<file path="config.mk">
export PLATFORM = sky130hd
export DESIGN_NAME = gate_sweep_seq
export DESIGN_NICKNAME = d
export VERILOG_FILES = /design/src/rtl/gss_pkg.sv /design/src/rtl/gss_timer.sv /design/src/rtl/gss_gate_fsm.sv /design/src/rtl/gss_delay_step.sv /design/src/rtl/gate_sweep_seq.sv
export SDC_FILE = /design/constraint.sdc
export NUM_CORES = 1
export LEC_CHECK = 0
export BUFFER_PORTS_ARGS = -buffer_cell sky130_fd_sc_hd__clkbuf_2
export CAP_MARGIN = 30
export CORE_MARGIN = 2
export CORE_UTILIZATION = 59
export DETAILED_ROUTE_END_ITERATION = 6
export PLACE_DENSITY = 0.94
export SLEW_MARGIN = 20
export SYNTH_ARGS = -nofsm -noshare
export SYNTH_HDL_FRONTEND = slang
export SYNTH_SLANG_ARGS = --single-unit
</file>
<file path="constraint.sdc">
create_clock -name clk -period 9.4 [get_ports clk]
set_input_delay 0.47 -clock clk [delete_from_list [all_inputs] [get_ports clk]]
set_output_delay 0.47 -clock clk [all_outputs]
set_load 0.02 [all_outputs]
</file>
<file path="src/rtl/gss_pkg.sv">
package gss_pkg;
   typedef enum logic [0:0] {
      PH_IDLE = 1'b0,
      PH_RUN  = 1'b1
   } phase_e;

   function automatic logic wrap_needed(input logic [32:0] sum, input logic [32:0] lim);
      return sum > lim;
   endfunction
endpackage

</file>
<file path="src/rtl/gss_timer.sv">
module gss_timer #(
   parameter int DLY_W = 10
) (
   input  logic             clk,
   input  logic             rst_n,
   input  logic             clear_i,
   input  logic             adv_i,
   output logic [DLY_W-1:0] pos_o
);
   always_ff @(posedge clk) begin
      if (!rst_n) begin
         pos_o <= '0;
      end else if (clear_i) begin
         pos_o <= '0;
      end else if (adv_i) begin
         pos_o <= pos_o + 1'b1;
      end
   end
endmodule

</file>
<file path="src/rtl/gss_gate_fsm.sv">
module gss_gate_fsm #(
   parameter int DLY_W = 10
) (
   input  logic             clk,
   input  logic             rst_n,
   input  logic             sync_i,
   input  logic             det_i,
   input  logic [DLY_W-1:0] pos_i,
   input  logic [DLY_W-1:0] cur_dly_i,
   input  logic [DLY_W-1:0] win_end_i,
   output logic             clear_o,
   output logic             adv_o,
   output logic             accept_o,
   output logic             gate_o,
   output logic             hit_vld_o,
   output logic [DLY_W-1:0] ts_o
);
   import gss_pkg::*;

   phase_e           phase_q;
   logic             end_hit;
   logic             end_win;
   logic [DLY_W-1:0] pos_nxt;

   always_comb begin
      clear_o  = (phase_q == PH_IDLE) && sync_i;
      end_hit  = (phase_q == PH_RUN) && gate_o && det_i;
      end_win  = (phase_q == PH_RUN) && (pos_i >= win_end_i);
      adv_o    = (phase_q == PH_RUN) && !end_hit && !end_win;
      accept_o = end_hit;
      pos_nxt  = pos_i + 1'b1;
   end

   always_ff @(posedge clk) begin
      if (!rst_n) begin
         phase_q   <= PH_IDLE;
         gate_o    <= 1'b0;
         hit_vld_o <= 1'b0;
         ts_o      <= '0;
      end else begin
         hit_vld_o <= 1'b0;
         case (phase_q)
            PH_IDLE: begin
               if (sync_i) begin
                  phase_q <= PH_RUN;
                  gate_o  <= (cur_dly_i == '0);
               end
            end
            default: begin
               if (end_hit) begin
                  phase_q   <= PH_IDLE;
                  gate_o    <= 1'b0;
                  hit_vld_o <= 1'b1;
                  ts_o      <= pos_i;
               end else if (end_win) begin
                  phase_q <= PH_IDLE;
                  gate_o  <= 1'b0;
               end else if (pos_nxt == cur_dly_i) begin
                  gate_o <= 1'b1;
               end
            end
         endcase
      end
   end
endmodule

</file>
<file path="src/rtl/gss_delay_step.sv">
module gss_delay_step #(
   parameter int DLY_W = 10
) (
   input  logic             clk,
   input  logic             rst_n,
   input  logic             accept_i,
   input  logic [DLY_W-1:0] start_dly_i,
   input  logic [DLY_W-1:0] step_i,
   input  logic [DLY_W-1:0] win_end_i,
   output logic [DLY_W-1:0] cur_dly_o,
   output logic             done_o
);
   import gss_pkg::*;

   localparam int SUM_W = DLY_W + 1;

   logic [SUM_W-1:0] sum;
   logic [32:0]      sum_x;
   logic [32:0]      lim_x;
   logic             wrap;

   always_comb begin
      sum   = {1'b0, cur_dly_o} + {1'b0, step_i};
      sum_x = 33'(sum);
      lim_x = 33'(win_end_i);
      wrap  = wrap_needed(sum_x, lim_x);
   end

   always_ff @(posedge clk) begin
      if (!rst_n) begin
         cur_dly_o <= start_dly_i;
         done_o    <= 1'b0;
      end else begin
         done_o <= 1'b0;
         if (accept_i) begin
            if (wrap) begin
               cur_dly_o <= start_dly_i;
               done_o    <= 1'b1;
            end else begin
               cur_dly_o <= sum[DLY_W-1:0];
            end
         end
      end
   end
endmodule

</file>
<file path="src/rtl/gate_sweep_seq.sv">
module gate_sweep_seq #(
   parameter int DLY_W   = 10,
   parameter bit HOLD_TS = 1'b1
) (
   input  logic             clk,
   input  logic             rst_n,
   input  logic             sync_i,
   input  logic             det_i,
   input  logic [DLY_W-1:0] start_dly_i,
   input  logic [DLY_W-1:0] step_i,
   input  logic [DLY_W-1:0] win_end_i,
   output logic             gate_en_o,
   output logic             hit_vld_o,
   output logic [DLY_W-1:0] hit_ts_o,
   output logic [DLY_W-1:0] cur_dly_o,
   output logic             sweep_done_o
);
   if (DLY_W < 2 || DLY_W > 32) begin : g_bad_width
      $error("gate_sweep_seq: DLY_W must lie in 2..32");
   end

   logic             clear;
   logic             adv;
   logic             accept;
   logic [DLY_W-1:0] pos;
   logic [DLY_W-1:0] ts_q;

   gss_timer #(.DLY_W(DLY_W)) u_timer (
      .clk     (clk),
      .rst_n   (rst_n),
      .clear_i (clear),
      .adv_i   (adv),
      .pos_o   (pos)
   );

   gss_gate_fsm #(.DLY_W(DLY_W)) u_fsm (
      .clk       (clk),
      .rst_n     (rst_n),
      .sync_i    (sync_i),
      .det_i     (det_i),
      .pos_i     (pos),
      .cur_dly_i (cur_dly_o),
      .win_end_i (win_end_i),
      .clear_o   (clear),
      .adv_o     (adv),
      .accept_o  (accept),
      .gate_o    (gate_en_o),
      .hit_vld_o (hit_vld_o),
      .ts_o      (ts_q)
   );

   gss_delay_step #(.DLY_W(DLY_W)) u_step (
      .clk         (clk),
      .rst_n       (rst_n),
      .accept_i    (accept),
      .start_dly_i (start_dly_i),
      .step_i      (step_i),
      .win_end_i   (win_end_i),
      .cur_dly_o   (cur_dly_o),
      .done_o      (sweep_done_o)
   );

   if (HOLD_TS) begin : g_ts_hold
      assign hit_ts_o = ts_q;
   end else begin : g_ts_mask
      assign hit_ts_o = hit_vld_o ? ts_q : '0;
   end
endmodule

</file>
==> results.py <==
metrics = {
    "placed_design": {
        "io_buffers": 56,
        "gp_congestion": 0.928,
        "hpwl_um": 4910,
    },
    "sta": {
        "fin_crit_sh_pct": 46.7,
        "relSlewSlack_pct": 52.9,
        "slew_viol_final": 0,
        "final_hold_viol_count": 0,
        "setup_viol": 0,
        "setup_tns_ps": 0,
        "rsz0062_at_grt": "no",
        "period_minus_slack_ps": 4390,
        "worstMarginPinSlew_ps": 703,
        "fin_skew_ps": 9.52,
        "fmax_mhz": 228,
    },
    "clock_tree": {
        "cts-resized-gates": 0,
        "clkLatencyLatePin_ps": 290,
        "postCtsHoldBufs": 0,
        "clk_path_buf_depth": 2,
        "cts_buffers": 5,
        "cts_sinks": 34,
        "clkSlewWorstSetupHoldPaths_ps": 80,
        "h-tree-depth": 2,
        "root_buffer": "clkbuf_8",
        "cts_tree": "done",
        "post-cts-setup-buffers": 0,
    },
    "min_path": {
        "hold_path.class": "input pin to flip-flop",
        "worstHoldStart": "start_dly_i[2]",
        "holdPathStages": 2,
        "holdPathEnd": "u_step.cur_dly_o[2]$_DFFE_PP_",
    },
    "synthesis": {
        "synth_area_leaders": "dfxtp_1, ha_1, edfxtp_1",
        "synth_edf_count": 10,
        "ys_types": 47,
        "syn_area_mm2": 0.00249,
        "syn-instance-count": 269,
        "synth_top_area_share_pct": 19.3,
        "synthMuxAreaShare_pct": 5.33,
        "synth_compound_area_share_pct": 20.0,
        "synthArstFlopShare_pct": 0,
        "seq_area_frac_synth_pct": 31.4,
        "yosys.area_share.simple_pct": 15.9,
        "synth_largest_area_cell": "dfxtp_1",
        "synth_flop_cell": "dfxtp_1",
        "synth_top_family_by_area": "compound AO/OA/AOI/OAI gates",
        "synth_xor_xnor_area_share_pct": 6.69,
        "mappedNetlistNets": 335,
        "synth.avg_cell_area_um2": 9.24,
        "ys_warn_count": 0,
        "synth_seq_cells": 34,
        "synth_fa_ha_area_share_pct": 16.4,
    },
    "detailed_routing": {
        "first_pass_iters": 4,
        "num_vias": 2309,
        "drc": 0,
        "routed_wl_um": 6260,
        "postRouteAntennaNets": 0,
        "drtIter0Drc": 131,
        "wire_per_inst_um": 16.6,
        "vias_per_cell": 6.14,
    },
    "pwr": {
        "cellLeakagePower_nw": 1.31,
        "irDropWorstVdd_mv": 0.108,
        "power_mw": 0.487,
        "power_density_mw_per_mm2": 168,
    },
    "global_routing": {
        "antenna_found_initial": 0,
        "grt_overflow": 0,
        "first_global_vias": 2226,
        "gr-usage-all-layers_pct": 29.0,
        "grt_max_degree": 15,
        "grt_pass1_wl_um": 10100,
    },
    "setup_path": {
        "worstPathRequired_ps": 9450,
        "crit_start": "u_step.cur_dly_o[1]$_DFFE_PP_",
        "path_max_fanout": 10,
        "arrival_ps": 4440,
        "start_kind": "flip-flop",
        "rr_startpoint": "u_step.cur_dly_o[1]$_DFFE_PP_",
        "reg2reg_depth": 13,
        "cp_slowest_cell": "a311oi_4",
        "slowest_delay_ps": 650,
        "worst_r2r_endpoint": "u_step.cur_dly_o[1]$_DFFE_PP_",
        "r2r_setup_slack_ps": 5010,
        "crit_path_cell_trace": "ha_1 > a21o_1 > a21oi_1 > o21ai_0 > a21oi_1 > xnor2_1 > ha_1 > nand3_1 > a211oi_1 > o311ai_0 > a31oi_1 > a311oi_4 > mux2_2",
        "crit_type": "flip-flop to flip-flop",
        "cp-end-kind": "flip-flop",
    },
    "final_layout": {
        "layout.nets": 391,
        "multi_input_area_mm2": 0.00160,
        "seq_area_um2": 781,
        "drive_gt1_share_pct": 24.5,
        "area_delta_synth_final_pct": 16.6,
        "num-fill-cells": 324,
        "insertedDiodeCount": 0,
    },
    "outcome": {
        "status": "finished clean",
    },
    "floorplan": {
        "ios": 57,
        "die_x_um": 68.9,
        "core_area_mm2": 0.00403,
        "initial_core_util_pct": 61.7,
        "fp-row-count": 23,
        "die_area_mm2": 0.00475,
        "die_h_um": 68.9,
    },
    "job": {
        "timing.max_cap.violations": 0,
    },
}
[final cells by class]
| cell class | instances | area share [%] |
|---|---|---|
| multi-input combinational | 207 | 55.2 |
| sequential | 34 | 26.9 |
| timing repair buffer | 57 | 9.93 |
| clock buffer | 6 | 2.85 |
| inverter | 20 | 2.59 |
| tap | 50 | 2.16 |
| clock inverter | 2 | 0.388 |
[synth_stat cells, types with 2 or more instances]
master	n
a21oi_1	24
dfxtp_1	24
nand2b_1	4
o211ai_1	3
or3_1	4
or4_1	4
o31ai_1	3
o21ai_0	9
edfxtp_1	10
mux2i_1	2
o21a_1	3
and3_1	2
o311ai_0	2
a21o_1	3
clkbuf_1	7
ha_1	31
nor4_1	4
and2_1	3
nor3_1	7
a211oi_1	2
nand2_1	16
nand4_1	2
nand3b_1	2
nand3_1	8
inv_1	20
nor2_1	12
xor2_1	7
xnor2_1	12
a31oi_1	3
a22o_1	10
mux2_2	10
[per-stage QoR]
| stage | instance area, um2 | setup WS [ps] | utilization, % | std cells | hold slack (ps) |
|---|---|---|---|---|---|
| after CTS | 2900 | 5090 | 72.0 | 376 | 478 |
| after floorplan | 2490 | 5540 | - | 269 | 492 |
| final | 2900 | 5010 | 72.0 | 376 | 475 |
| after global placement | 2800 | 5260 | 69.4 | 367 | 460 |
| after detailed placement | 2810 | 4980 | 69.6 | 368 | 467 |
| after global routing | 2900 | 4880 | 72.0 | 376 | 484 |
[state kept, by name, indices dropped and copies added, names as in the netlist]
register,cells
u_step.cur_dly_o,10
u_fsm.ts_o,10
u_fsm.gate_o,1
u_timer.pos_o,10
u_step.done_o,1
u_fsm.phase_q,1
u_fsm.hit_vld_o,1
[per-layer routing]
layer | vias up | track usage (%) | share of wire (%) | routed length, um
met4 | 0 | 13.5 | 3.1 | 196
met1 | 1047 | 33.2 | 38 | 2400
met5 | - | 0 | 0 | 0
li1 | 1113 | - | - | -
met2 | 123 | 51.8 | 51 | 3170
met3 | 26 | 5.36 | 7.8 | 487
[cell usage in the layout (no fill, tap or decap), types with 4 or more instances in the layout]
cell type and instances:
clkbuf_2 56, ha_1 31, a21oi_1 24, dfxtp_1 24, inv_1 20, nand2_1 16
xnor2_1 12, nor2_1 12, mux2_2 10, a22o_1 10, edfxtp_1 10, o21ai_0 8
nand3_1 8, xor2_1 7, nor3_1 7, clkbuf_8 6, nor4_1 4, nand2b_1 4
or4_1 4, or3_1 4
[how the worst max path moves through the flow]
stage	endpoint	slack, ps	cells after the start
2_1_floorplan	u_step.cur_dly_o[0]$_DFFE_PP_	5540	15
3_3_place_gp	u_step.cur_dly_o[9]$_DFFE_PP_	5260	16
3_5_place_dp	u_step.cur_dly_o[1]$_DFFE_PP_	4980	16
4_1_cts	u_step.cur_dly_o[1]$_DFFE_PP_	5090	13
5_1_grt	u_step.cur_dly_o[1]$_DFFE_PP_	4880	15
6_report	u_step.cur_dly_o[1]$_DFFE_PP_	5010	13
[power by group]
part           switching (mW)  internal, mW  leakage [nW]  total, mW
logic                   0.108        0.0836         0.966      0.192
registers              0.0144         0.163         0.292      0.178
clock network          0.0584        0.0591        0.0515      0.118
total                   0.181         0.306          1.31      0.487
[critical path: cells and delay by family (launching register included)]
kind / cells / cell delay [ps]
and+or+nand+nor: 1 / 150
adders and majority gates: 2 / 630
xor gates and xnor gates: 1 / 180
DFF: 1 / 490
muxes: 1 / 410
AOI/OAI and AO/OA: 8 / 2290
[kinds of logic after synthesis]
| group | after synthesis |
|---|---|
| flip-flops | 34 |
| XOR/XNOR | 19 |
| AO/OA/AOI/OAI | 70 |
| buffers and inverters | 28 |
| multiplexers | 12 |
| adder cells (fa/ha/maj) | 32 |
| AND/OR/NAND/NOR | 74 |
No activity file was read; power rests on OpenSTA's default activity.
